--- config.mk ---
export PLATFORM = sky130hd
export DESIGN_NAME = univ_shreg
export DESIGN_NICKNAME = d
export VERILOG_FILES = /design/src/rtl/univ_shreg_pkg.sv /design/src/rtl/univ_shreg_stage.sv /design/src/rtl/univ_shreg_fill.sv /design/src/rtl/univ_shreg.sv
export SDC_FILE = /design/constraint.sdc
export NUM_CORES = 1
export LEC_CHECK = 0
export ABC_AREA = 1
export BUFFER_PORTS_ARGS = -buffer_cell sky130_fd_sc_hd__buf_4
export CAP_MARGIN = 20
export CORE_AREA = 8 8 45 47
export CTS_BUF_LIST = sky130_fd_sc_hd__clkbuf_4 sky130_fd_sc_hd__clkbuf_8
export DETAILED_ROUTE_END_ITERATION = 6
export DIE_AREA = 0 0 53 55
export HOLD_SLACK_MARGIN = 0.12
export PLACE_DENSITY = 0.43
export SETUP_SLACK_MARGIN = 0.1
export SLEW_MARGIN = 20
export SYNTH_ARGS = -nofsm -noshare
export SYNTH_HDL_FRONTEND = slang
export SYNTH_SLANG_ARGS = --single-unit
--- constraint.sdc ---
create_clock -name clk -period 1.1 [get_ports clk]
set_input_delay 0.055 -clock clk [delete_from_list [all_inputs] [get_ports clk]]
set_output_delay 0.055 -clock clk [all_outputs]
set_load 0.01 [all_outputs]
--- src/rtl/univ_shreg_pkg.sv ---
package univ_shreg_pkg;

    typedef enum logic [1:0] {
        MODE_HOLD = 2'b00,
        MODE_SHR  = 2'b01,
        MODE_SHL  = 2'b10,
        MODE_LOAD = 2'b11
    } shift_mode_e;

    typedef struct packed {
        logic keep;     // current stage value
        logic from_hi;  // neighbour toward MSB (or fill bit)
        logic from_lo;  // neighbour toward LSB (or fill bit)
        logic ext;      // parallel word bit
    } stage_taps_t;

    function automatic logic pick_tap(shift_mode_e m, stage_taps_t t);
        logic r;
        case (m)
            MODE_HOLD: r = t.keep;
            MODE_SHR:  r = t.from_hi;
            MODE_SHL:  r = t.from_lo;
            default:   r = t.ext;
        endcase
        return r;
    endfunction

endpackage

--- src/rtl/univ_shreg_stage.sv ---
module univ_shreg_stage
    import univ_shreg_pkg::*;
(
    input  logic        clk,
    input  logic        clr,
    input  shift_mode_e mode,
    input  stage_taps_t taps,
    output logic        bit_q
);

    always_ff @(posedge clk) begin
        if (clr) begin
            bit_q <= 1'b0;
        end else begin
            bit_q <= pick_tap(mode, taps);
        end
    end

endmodule

--- src/rtl/univ_shreg_fill.sv ---
module univ_shreg_fill #(
    parameter bit ROTATE = 1'b0
) (
    input  logic ser_in_r,
    input  logic ser_in_l,
    input  logic lsb_now,
    input  logic msb_now,
    output logic fill_hi,
    output logic fill_lo
);

    generate
        if (ROTATE) begin : g_ring
            assign fill_hi = lsb_now;
            assign fill_lo = msb_now;
        end else begin : g_open
            assign fill_hi = ser_in_r;
            assign fill_lo = ser_in_l;
        end
    endgenerate

endmodule

--- src/rtl/univ_shreg.sv ---
module univ_shreg
    import univ_shreg_pkg::*;
#(
    parameter int WIDTH  = 4,
    parameter bit ROTATE = 1'b0
) (
    input  logic             clk,
    input  logic             clr,
    input  logic [1:0]       mode,
    input  logic             ser_in_r,
    input  logic             ser_in_l,
    input  logic [WIDTH-1:0] par_in,
    output logic [WIDTH-1:0] q,
    output logic             ser_out_r,
    output logic             ser_out_l
);

    localparam int TOP = WIDTH - 1;

    shift_mode_e mode_e;
    logic        fill_hi;
    logic        fill_lo;

    assign mode_e = shift_mode_e'(mode);

    univ_shreg_fill #(.ROTATE(ROTATE)) u_fill (
        .ser_in_r (ser_in_r),
        .ser_in_l (ser_in_l),
        .lsb_now  (q[0]),
        .msb_now  (q[TOP]),
        .fill_hi  (fill_hi),
        .fill_lo  (fill_lo)
    );

    for (genvar i = 0; i < WIDTH; i++) begin : g_stage
        stage_taps_t taps;
        logic hi_src;
        logic lo_src;

        if (i == TOP) begin : g_hi_end
            assign hi_src = fill_hi;
        end else begin : g_hi_mid
            assign hi_src = q[i+1];
        end

        if (i == 0) begin : g_lo_end
            assign lo_src = fill_lo;
        end else begin : g_lo_mid
            assign lo_src = q[i-1];
        end

        assign taps = '{keep: q[i], from_hi: hi_src, from_lo: lo_src, ext: par_in[i]};

        univ_shreg_stage u_stage (
            .clk   (clk),
            .clr   (clr),
            .mode  (mode_e),
            .taps  (taps),
            .bit_q (q[i])
        );
    end

    assign ser_out_r = q[0];
    assign ser_out_l = q[TOP];

endmodule

After elaboration in Yosys (flattened, before gate mapping)

Index checks and enable logic that the tools add are counted.

Input port bits: 10
Bits in registers: 4
Output and inout bits: 6
Logic and storage cells: 11

Reduce and logical (&&, ||, !) cells: 1
Equal/unequal tests: 2
Muxes and demuxes: 4

Operators with widths:

| kind               | count |
|---|---|
| $pmux 1 s3         | 4 |
| $eq 2x1->1 const B | 1 |
| $eq 2x2->1 const B | 1 |
| $logic_not 2->1    | 1 |

Depth between registers and ports, before layout

Depth after elaboration: 2
Depth in mapped cells: 6
Depth with buffers taken out: 6

By module

Synthesis repeated with hierarchy kept, for this count alone.

Cells, all modules: 62
Area, all modules: 335.3 um^2

By module, submodules not included:

| module           | instances | area an instance (um^2) | cells each | seq. area each (um^2) |
|---|---|---|---|---|
| univ_shreg_stage | 4         | 72.6                    | 14         | 20.0 |
| univ_shreg       | 1         | 30.0                    | 4          | 0.0 |
| univ_shreg_fill  | 1         | 15.0                    | 2          | 0.0 |

Worst setup path after synthesis

Ideal clock, no wire load.

Path type: input port to flip-flop
From: input port mode[0]
To: register g_stage[0].u_stage.bit_q
Stages on the path: 5
Slack: 0.208 ns
Required time: 0.979 ns
Arrival time: 0.771 ns
Buffers on the path: 0
Setup time: 0.121 ns
Cell sequence: inv_1 > ha_1 > or2_1 > nand2_1 > a21oi_1

Word-level cells in the longest chain between the ends: 2
Elaborated cells on any way between the ends: 4
Classes of those cells: eq/ne (2); mux (1); reduce/logical (1)

Ends and longest elaborated chain:

| what                               | RTL line               | text |
|---|---|---|
| start, declared                    | univ_shreg.sv:9        | `input logic [1:0] mode,` |
| $eq 2x2->1 (tied with other cells) | univ_shreg_pkg.sv:19   | `case (m)` |
| $pmux 1 s3                         | univ_shreg_pkg.sv:19   |  |
| end signal, assigned               | univ_shreg_stage.sv:15 | `bit_q <= pick_tap(mode, taps);` |
| end, declared                      | univ_shreg_stage.sv:8  | `output logic bit_q` |

Parallel ways exist; a longest one is shown, timed or not.
A chain may end at the register's enable or synchronous reset.

==> metrics list <==
- Clock tree synthesis found a total of 4 sinks.
- VDD IR-drop max: 0.000217 V
- Uppermost signal routing layer after detailed routing: met3
* RSZ-0062 raised after global routing: false
- Gp weighted congestion: 0.736
- Distinct cell type count after synthesis: 9
- Relative slew slack: 87.6%
- Cell internal power was estimated by the tool at 0.000362 W.
- Combinational cells account for 28.6% of the total power.
- Setup violations remaining at the end of the flow were counted as 0.
- The floorplan has 14 rows.
- Via/cell ratio: 3.92
- For this run, the leading register cell type out of synthesis is sky130_fd_sc_hd__dfxtp_1.
* Max-cap violations: 0
* CORE AREA: 1380 µm²
- Syn Nets: 56
- Effective utilization at floorplan: 21.2%
* Max Slew Vio Count: 0
- After the first detailed-routing iteration, the DRC count stood at 3.
- Detailed route wirelength on metal3: 49 µm
- I/O Buffers: 15
- Highest net fanout along the worst path: 4
- Entering global routing, the biggest net connects 9 pins.
* Reg2Reg Depth: 4
* DPL Wire Length: 614 µm
- Clock-pin slew was measured on the worst setup and hold paths at 0.04 ns.
* Largest regs: g_stage.u_stage.bit_q: 4 flops
- Nets: 74
- Sw Ratio: 27.3%
* Mean routed wirelength per cell: 9.77 µm
- On the final layout, the worst clock skew is 0.000535 ns.
* Sequential group share of total power: 34.9%
* WL met1: 339 µm
- The startpoint identified for the worst hold timing path is par_in[3].
* Dominant cell by count in the synthesized netlist: sky130_fd_sc_hd__nand2_1
- Total of flip-flops plus latches after synthesis: 4
- The most critical setup path has its startpoint at clr.
* Area growth from synthesis to layout: 48.7%
- The number of antenna diodes in the final layout is 0.
- Min-Delay Path Class: input pin to flip-flop
* Clock period minus worst slack: 0.842 ns
- The detail route stage leaves a number of antenna-violating nets equal to 0.
- Clk network pwr share: 36.5%
- Ports: 16
- The synthesized design spends more area on one cell type than any other, namely sky130_fd_sc_hd__dfxtp_1.
- Total standard cell area after synthesis: 293 µm²
- Critical path capture point: g_stage[2].u_stage.bit_q
- The startpoint identified for the worst register-to-register timing path is g_stage[1].u_stage.bit_q.
- The setup check on the worst reg-to-reg path leaves a slack of 0.35 ns.
- The die covers 2920 µm².
- Required time at the worst-slack endpoint: 1.27 ns
* Ranking of synthesized cells by area: sky130_fd_sc_hd__dfxtp_1, sky130_fd_sc_hd__nand2_1, sky130_fd_sc_hd__ha_1, sky130_fd_sc_hd__buf_4, sky130_fd_sc_hd__or2_1
* Die X: 53 µm
- The worst register-to-register path ends at g_stage[0].u_stage.bit_q.
* Share of synthesized flip-flops with an asynchronous set or reset: 0%
- Number of detailed-routing iterations run before antenna repair: 3
- Wire length of the first global-routing pass: 1260 µm
- For this design the total switching power over the nets is 0.000136 W.
- Total Neg Setup Slack: 0 ns
* DRT Wirelength: 733 µm
- Register name with the most flops: g_stage.u_stage.bit_q
* Overall routing resource usage: 6.06%
- Power Dens Cells: 1140 nW/µm²
- In this run the number of H-tree levels came out at 1.
* Y dimension of the die: 55 µm
- Counting flops with a built-in enable in the synthesized netlist gives 0.
- Fraction of layout instances using a drive strength above 1: 32.2%
- Total length of routed met2 wires: 344 µm
- Final Hold Violating Endpoints: 0
- The register with the most flip-flops in the layout has 4 of them.
- Across all layers, the routed design uses 294 vias.
- Clock tree from TritonCTS: built
* Gate count after technology mapping: 43
- Average size of a mapped cell: 6.81 µm²
- Result of the run: complete, no violations
- Data on the critical path arrives at its endpoint at 1.01 ns.
- Post-synthesis sequential area ratio: 27.4%
- Of the available clock period, the critical path in the final layout requires 76.6%.
- Deepest clock path buffer count: 2
- Number of setup buffers added after CTS: 0
- The number of global-route vias before repair was 313.
- The number of gates resized after CTS was 0.
* Kind of critical path: input pin to flip-flop
* Startpoint class of the critical path: input pin
* Total gr overflow: 0
- At the pin with the least slew margin, the transition time is 0.186 ns.
* Warnings, synthesis: 0
- Maximum clock frequency: 1.19 GHz
- Num CTS Buffers: 3
- The tree is rooted in a sky130_fd_sc_hd__clkbuf_4.
* Kind of end point of the critical path: flip-flop
- Summed over all cells, the static leakage comes to 0.224 nW.
- Hold is met by 0.164 ns.
* Clock latency on the worst-skew pair: 0.23 ns
- In the routed design, unresolved DRC markers number 0.
- Number of antenna violations at the first check in global routing: 0
- Fraction of synthesized cell area taken by the top area cell type: 27.4%
==> critical path: stages <==
cell and delay, ns:
sky130_fd_sc_hd__dlygate4sd3_1 0.54, sky130_fd_sc_hd__buf_4 0.13, sky130_fd_sc_hd__inv_1 0.09, sky130_fd_sc_hd__o21ai_0 0.09
sky130_fd_sc_hd__a21oi_1 0.11
==> per-layer routing <==
metal	global-route usage, %	up-vias
met5	0	-
met4	7.76	0
met3	2.41	0
met2	7.62	9
met1	6.82	118
li1	-	167
==> worst min path at each step <==
stage                                     endpoint  slack [ns]  cells after the start
final                     g_stage[3].u_stage.bit_q        0.16                      4
after global routing      g_stage[1].u_stage.bit_q        0.20                      4
after CTS                 g_stage[3].u_stage.bit_q        0.16                      4
after detailed placement  g_stage[1].u_stage.bit_q        0.35                      4
after global placement    g_stage[0].u_stage.bit_q        0.35                      4
after floorplan           g_stage[0].u_stage.bit_q        0.24                      3
==> stage by stage <==
| step | std cells | area, µm² | setup slack (ns) | power, W | util, % |
|---|---|---|---|---|---|
| CTS | 75 | 435 | 0.268 | 0.000513 | 31.5 |
| global placement | 71 | 403 | 0.0566 | 0.000319 | 29.1 |
| floorplan | 43 | 293 | 0.208 | 0.000260 | - |
| finish | 75 | 435 | 0.258 | 0.000498 | 31.5 |
| global route | 75 | 435 | 0.175 | 0.000552 | 31.5 |
| detailed placement | 71 | 403 | 0.0554 | 0.000320 | 29.1 |
==> power by group through the flow <==
stage          Combinational (W)  Sequential [W]  Clock (W)
2_1_floorplan          0.0000838        0.000177          0
3_3_place_gp            0.000143        0.000177          0
3_5_place_dp            0.000143        0.000177          0
4_1_cts                 0.000146        0.000175   0.000192
5_1_grt                 0.000163        0.000178   0.000212
6_report                0.000142        0.000174   0.000182
==> cell families (layout without fill, tap and decap cells) <==
family          Yosys count  count (layout)  synth area share [%]
simple gates             20              20                  30.8
fa+ha+maj                 3               3                  12.8
flops                     4               4                  27.4
compound gates            8               8                  13.7
buf+inv                   8              24                  15.4
==> layout make-up <==
class	instances	area [µm²]
multi-input combinational	31	168
sequential	4	80.1
clock buffer	3	22.5
inverter	4	15.0
tap	16	20.0
fill	155	948
timing repair buffer	17	130
==> cell usage in the layout, fill, tap and decap left out <==
| master | count |
|---|---|
| sky130_fd_sc_hd__buf_4 | 16 |
| sky130_fd_sc_hd__nand2_1 | 12 |
| sky130_fd_sc_hd__inv_1 | 4 |
| sky130_fd_sc_hd__nand3_1 | 4 |
| sky130_fd_sc_hd__or2_1 | 4 |
| sky130_fd_sc_hd__o21ai_0 | 4 |
| sky130_fd_sc_hd__a21oi_1 | 4 |
| sky130_fd_sc_hd__dfxtp_1 | 4 |
| sky130_fd_sc_hd__ha_1 | 3 |
| sky130_fd_sc_hd__clkbuf_4 | 3 |
| sky130_fd_sc_hd__dlygate4sd3_1 | 1 |
==> timing repair <==
item                                    in CTS  in global routing
endpoints found under the setup margin       0                  0
endpoints found under the hold margin        4                  0
hold buffers                                 1                  0
No activity file was read; power rests on OpenSTA's default activity.
